### src/rtl/irq_status_pkg.sv
package irq_status_pkg;
  localparam int unsigned NUM_SRC = 8;
  localparam int unsigned LEVEL_IDX = 3;
  typedef logic [NUM_SRC-1:0] src_vec_t;
  localparam src_vec_t LEVEL_MASK = src_vec_t'(1) << LEVEL_IDX;
endpackage

### src/rtl/irq_rst_sync.sv
module irq_rst_sync #(
  parameter int unsigned STAGES = 2
) (
  input  logic clk,
  input  logic rst_n,
  output logic rst_n_sync
);
  logic [STAGES-1:0] chain_q;
  logic [STAGES-1:0] chain_d;

  always_comb begin
    chain_d = {chain_q[STAGES-2:0], 1'b1};
  end

  always_ff @(posedge clk or negedge rst_n) begin
    if (!rst_n) chain_q <= '0;
    else        chain_q <= chain_d;
  end

  assign rst_n_sync = chain_q[STAGES-1];
endmodule

### src/rtl/irq_en_reg.sv
module irq_en_reg #(
  parameter int unsigned W = 8
) (
  input  logic         clk,
  input  logic         rst_n,
  input  logic         wr_i,
  input  logic [W-1:0] wdata_i,
  output logic [W-1:0] en_q_o,
  output logic [W-1:0] en_eff_o
);
  logic [W-1:0] en_q;
  logic [W-1:0] en_d;

  always_comb begin
    en_d = en_q;
    if (wr_i) en_d = wdata_i;
  end

  always_ff @(posedge clk or negedge rst_n) begin
    if (!rst_n) en_q <= '0;
    else        en_q <= en_d;
  end

  assign en_q_o   = en_q;
  assign en_eff_o = en_d;
endmodule

### src/rtl/irq_latch_bank.sv
module irq_latch_bank #(
  parameter int unsigned W = 8,
  parameter int unsigned LVL = 3
) (
  input  logic         clk,
  input  logic         rst_n,
  input  logic [W-1:0] evt_i,
  input  logic [W-1:0] en_q_i,
  input  logic [W-1:0] en_eff_i,
  input  logic         level_n_i,
  output logic [W-1:0] status_o
);
  for (genvar i = 0; i < W; i++) begin : g_src
    if (i == LVL) begin : g_level
      assign status_o[i] = level_n_i;
    end else begin : g_latch
      logic pend_q;
      logic pend_d;
      logic set_ok;

      always_comb begin
        set_ok = evt_i[i] & en_q_i[i];
        pend_d = en_eff_i[i] & (pend_q | set_ok);
      end

      always_ff @(posedge clk or negedge rst_n) begin
        if (!rst_n) pend_q <= 1'b0;
        else        pend_q <= pend_d;
      end

      assign status_o[i] = ~pend_q;
    end
  end
endmodule

### src/rtl/irq_req_gen.sv
module irq_req_gen #(
  parameter int unsigned W = 8
) (
  input  logic [W-1:0] status_i,
  input  logic [W-1:0] en_q_i,
  output logic         irq_n_o
);
  logic [W-1:0] active;

  always_comb begin
    active  = ~status_i & en_q_i;
    irq_n_o = ~(|active);
  end
endmodule

### src/rtl/irq_status_ctrl.sv
module irq_status_ctrl
  import irq_status_pkg::*;
(
  input  logic       clk,
  input  logic       rst_n,
  input  logic [7:0] evt_i,
  input  logic       ser_out_empty_i,
  input  logic       en_wr_i,
  input  logic [7:0] en_wdata_i,
  output logic [7:0] status_o,
  output logic       irq_n_o
);
  logic     rst_n_int;
  src_vec_t en_q;
  src_vec_t en_eff;
  src_vec_t status;

  irq_rst_sync #(.STAGES(2)) u_rst (
    .clk        (clk),
    .rst_n      (rst_n),
    .rst_n_sync (rst_n_int)
  );

  irq_en_reg #(.W(NUM_SRC)) u_en (
    .clk      (clk),
    .rst_n    (rst_n_int),
    .wr_i     (en_wr_i),
    .wdata_i  (en_wdata_i),
    .en_q_o   (en_q),
    .en_eff_o (en_eff)
  );

  irq_latch_bank #(.W(NUM_SRC), .LVL(LEVEL_IDX)) u_bank (
    .clk       (clk),
    .rst_n     (rst_n_int),
    .evt_i     (evt_i),
    .en_q_i    (en_q),
    .en_eff_i  (en_eff),
    .level_n_i (~ser_out_empty_i),
    .status_o  (status)
  );

  irq_req_gen #(.W(NUM_SRC)) u_req (
    .status_i (status),
    .en_q_i   (en_q),
    .irq_n_o  (irq_n_o)
  );

  assign status_o = status;
endmodule

### config.mk
export PLATFORM = sky130hd
export DESIGN_NAME = irq_status_ctrl
export DESIGN_NICKNAME = d
export VERILOG_FILES = /design/src/rtl/irq_status_pkg.sv /design/src/rtl/irq_rst_sync.sv /design/src/rtl/irq_en_reg.sv /design/src/rtl/irq_latch_bank.sv /design/src/rtl/irq_req_gen.sv /design/src/rtl/irq_status_ctrl.sv
export SDC_FILE = /design/constraint.sdc
export NUM_CORES = 1
export LEC_CHECK = 0
export ABC_AREA = 1
export ABC_CLOCK_PERIOD_IN_PS = 2250
export BUFFER_PORTS_ARGS = -buffer_cell sky130_fd_sc_hd__buf_2
export CAP_MARGIN = 30
export CORE_MARGIN = 3
export CORE_UTILIZATION = 50
export DETAILED_ROUTE_END_ITERATION = 10
export MAX_ROUTING_LAYER = met4
export PLACE_DENSITY = 0.91
export SLEW_MARGIN = 20
export SYNTH_ARGS = -nofsm -noshare
export SYNTH_HDL_FRONTEND = slang
export SYNTH_SLANG_ARGS = --single-unit
### constraint.sdc
create_clock -name clk -period 2.25 [get_ports clk]
set_input_delay 0.45 -clock clk [delete_from_list [all_inputs] [get_ports clk]]
set_output_delay 0.45 -clock clk [all_outputs]
set_load 0.01 [all_outputs]
==> flow_summary.json <==
{
  "die_area_um2": 2040,
  "cts_sinks": 17,
  "vias": 631,
  "worstMarginPinSlew_ps": 587,
  "critPathKind": "flop to output port",
  "p_leak_nw": 0.551,
  "drv_slew": 0,
  "grt_max_degree": 17,
  "drc_errors": 0,
  "skew_ps": 8.90,
  "nets": 143,
  "powerDensity_nw_per_um2": 694,
  "hp-class": "flop to async pin",
  "clk_pin_slew_ps": 110,
  "ir_drop_mv": 0.472,
  "viasPerCell": 4.61,
  "clkLatencyLatePin_ps": 290,
  "synth_async_sr_flop_share_pct": 100,
  "synth_common_cells": "inv_1, nand2_1, dfrtp_1",
  "grt_pass1_vias": 571,
  "critPathBufInv": 2,
  "met1_length_um": 534,
  "crit_fanout": 3,
  "core-area_um2": 1370,
  "rows": 13,
  "syn_to_final_growth_pct": 22.5,
  "synth_most_common_cell": "inv_1",
  "syn-instance-count": 92,
  "synth_area_leaders": "dfrtp_1, inv_1, nand2_1, o21ai_2, a21oi_1",
  "overflow": 0,
  "ys_types": 11,
  "multi_input_area_um2": 220,
  "hold_violations": 0,
  "worstPathCellList": "nand2_1, nand2_1, inv_1, nand2_1, nor2_1, buf_2",
  "drtPass1Iterations": 4,
  "synth-main-ff-cell": "dfrtp_1",
  "grt_pass1_wl_um": 2240,
  "cts-root-buf": "clkbuf_4",
  "die_w_um": 45.1,
  "synth_area_um2": 766,
  "instances_no_fill": 137,
  "start_util_pct": 56.0,
  "status": "completed",
  "dp.cells": 132,
  "routed_wl_um": 1390,
  "cp_slowest_cell": "dfrtp_1",
  "die_y_um": 45.1,
  "cp-end-kind": "output port",
  "detail-route-antenna-nets": 0,
  "worstPathRequired_ps": 1800,
  "cts-buffers-inserted": 3,
  "drt_iter0_markers": 8,
  "slew_headroom_pct": 60.9,
  "synth-edff-count": 0,
  "grt_usage_pct": 16.0,
  "port_buffers": 27,
  "synth.top_cell.area_share_pct": 55.6,
  "synth_top_cell_by_area": "dfrtp_1",
  "dpl.hpwl_um": 1080,
  "post-route-util_pct": 68.7,
  "startpoint_type": "flop",
  "ys_ff_latch": 17,
  "wl_per_cell_um": 10.2,
  "cts_tree": "done",
  "top_layer": "met4",
  "fin_setup_tns_ps": 0,
  "place.gp.congestion": 0.717,
  "ys_seq_area_share_pct": 55.6,
  "finalSetupViolCount": 0,
  "area.sequential_um2": 425,
  "rsz0062_at_grt": "false",
  "max_freq_ghz": 0.628,
  "fin_crit_sh_pct": 70.8,
  "wl_met3_um": 85,
  "antenna_cells": 0,
  "synth_nets": 112,
  "post-route-min-period_ps": 1590,
  "arrival_ps": 1140,
  "met2_length_um": 760,
  "cp_slowest_stage_delay_ps": 430,
  "drive_above_1_share_pct": 32.0,
  "fillCellCount": 124,
  "ios": 29,
  "syn_area_per_cell_um2": 8.32,
  "ys_warn_count": 0,
  "antenna_found_initial": 0,
  "cpMostUsedCell": "nand2_1",
  "cts_buffer_depth": 2,
  "maxCapViolations": 0,
  "cp_top_family": "flip-flops",
  "htree_levels": 1
}
==> stage by stage <==
stage / power, mW / hold WS, ps / cell area (µm²) / setup slack, ps
global route: 0.689 / 307 / 938 / 557
finish: 0.651 / 247 / 938 / 657
floorplan: 0.445 / 154 / 766 / 1020
global placement: 0.488 / 235 / 901 / 828
CTS: 0.657 / 265 / 938 / 638
detailed placement: 0.495 / 236 / 901 / 842
==> per-layer routing <==
layer	global-route usage (%)	vias to the layer above
met1	18.1	289
li1	-	321
met2	27.7	19
met4	7.02	0
met3	2.39	2
met5	-	-
==> cell usage in the layout, fill, tap and decap left out <==
cell,n
inv_1,27
buf_2,27
nand2_1,21
dfrtp_1,17
nor2_1,8
o21ai_2,7
a21oi_1,7
clkbuf_4,3
nand2_2,1
o21ai_0,1
clkinv_2,1
dlygate4sd3_1,1
conb_1,1
==> report_power, final <==
part / switching [mW] / total, mW / internal (mW)
sequential: 0.0307 / 0.367 / 0.337
clock: 0.0961 / 0.162 / 0.0659
combinational: 0.0653 / 0.122 / 0.0566
==> sequential cells by signal, summed over array words and instances, names as in the netlist <==
signal	count
u_en.en_q_o	8
u_rst.chain_q	2
u_bank.g_src.g_latch.pend_q	7
==> timing repair <==
item | CTS | global route
hold endpoints to repair | 2 | 0
setup buffers | 0 | 0
hold buffers | 1 | 0
resized for setup | 0 | 0
==> logic make-up (layout without fill, tap and decap cells) <==
| group | Yosys count | in the layout | share of synthesized area (%) |
|---|---|---|---|
| flops | 17 | 17 | 55.6 |
| other cells | 1 | 1 | 0.490 |
| simple gates | 30 | 30 | 15.0 |
| buf+inv | 29 | 59 | 15.7 |
| compound gates | 15 | 15 | 13.2 |
==> worst paths after layout <==
kind,slack (ps),startpoint,cells after the start,end
hold reg to reg,250,u_rst.chain_q[1],0,u_bank.g_src[1].g_latch.pend_q
setup reg to reg,1470,u_en.en_q_o[6],2,u_en.en_q_o[6]
setup / recovery,660,u_en.en_q_o[6],6,irq_n_o
hold / removal,250,u_rst.chain_q[1],0,u_bank.g_src[1].g_latch.pend_q
min in group clk,360,u_rst.chain_q[0],0,u_rst.chain_q[1]
max in group asynchronous,1610,u_rst.chain_q[1],0,u_en.en_q_o[3]
==> cell type report <==
class / instances / area share (%)
well taps: 15 / 2.00
flip-flops and latches: 17 / 45.3
clock buffers: 3 / 2.40
multi-input cells: 46 / 23.5
clock inverters: 1 / 0.533
repair buffers: 28 / 15.5
inverters: 27 / 10.8
No activity file was read; power rests on OpenSTA's default activity.
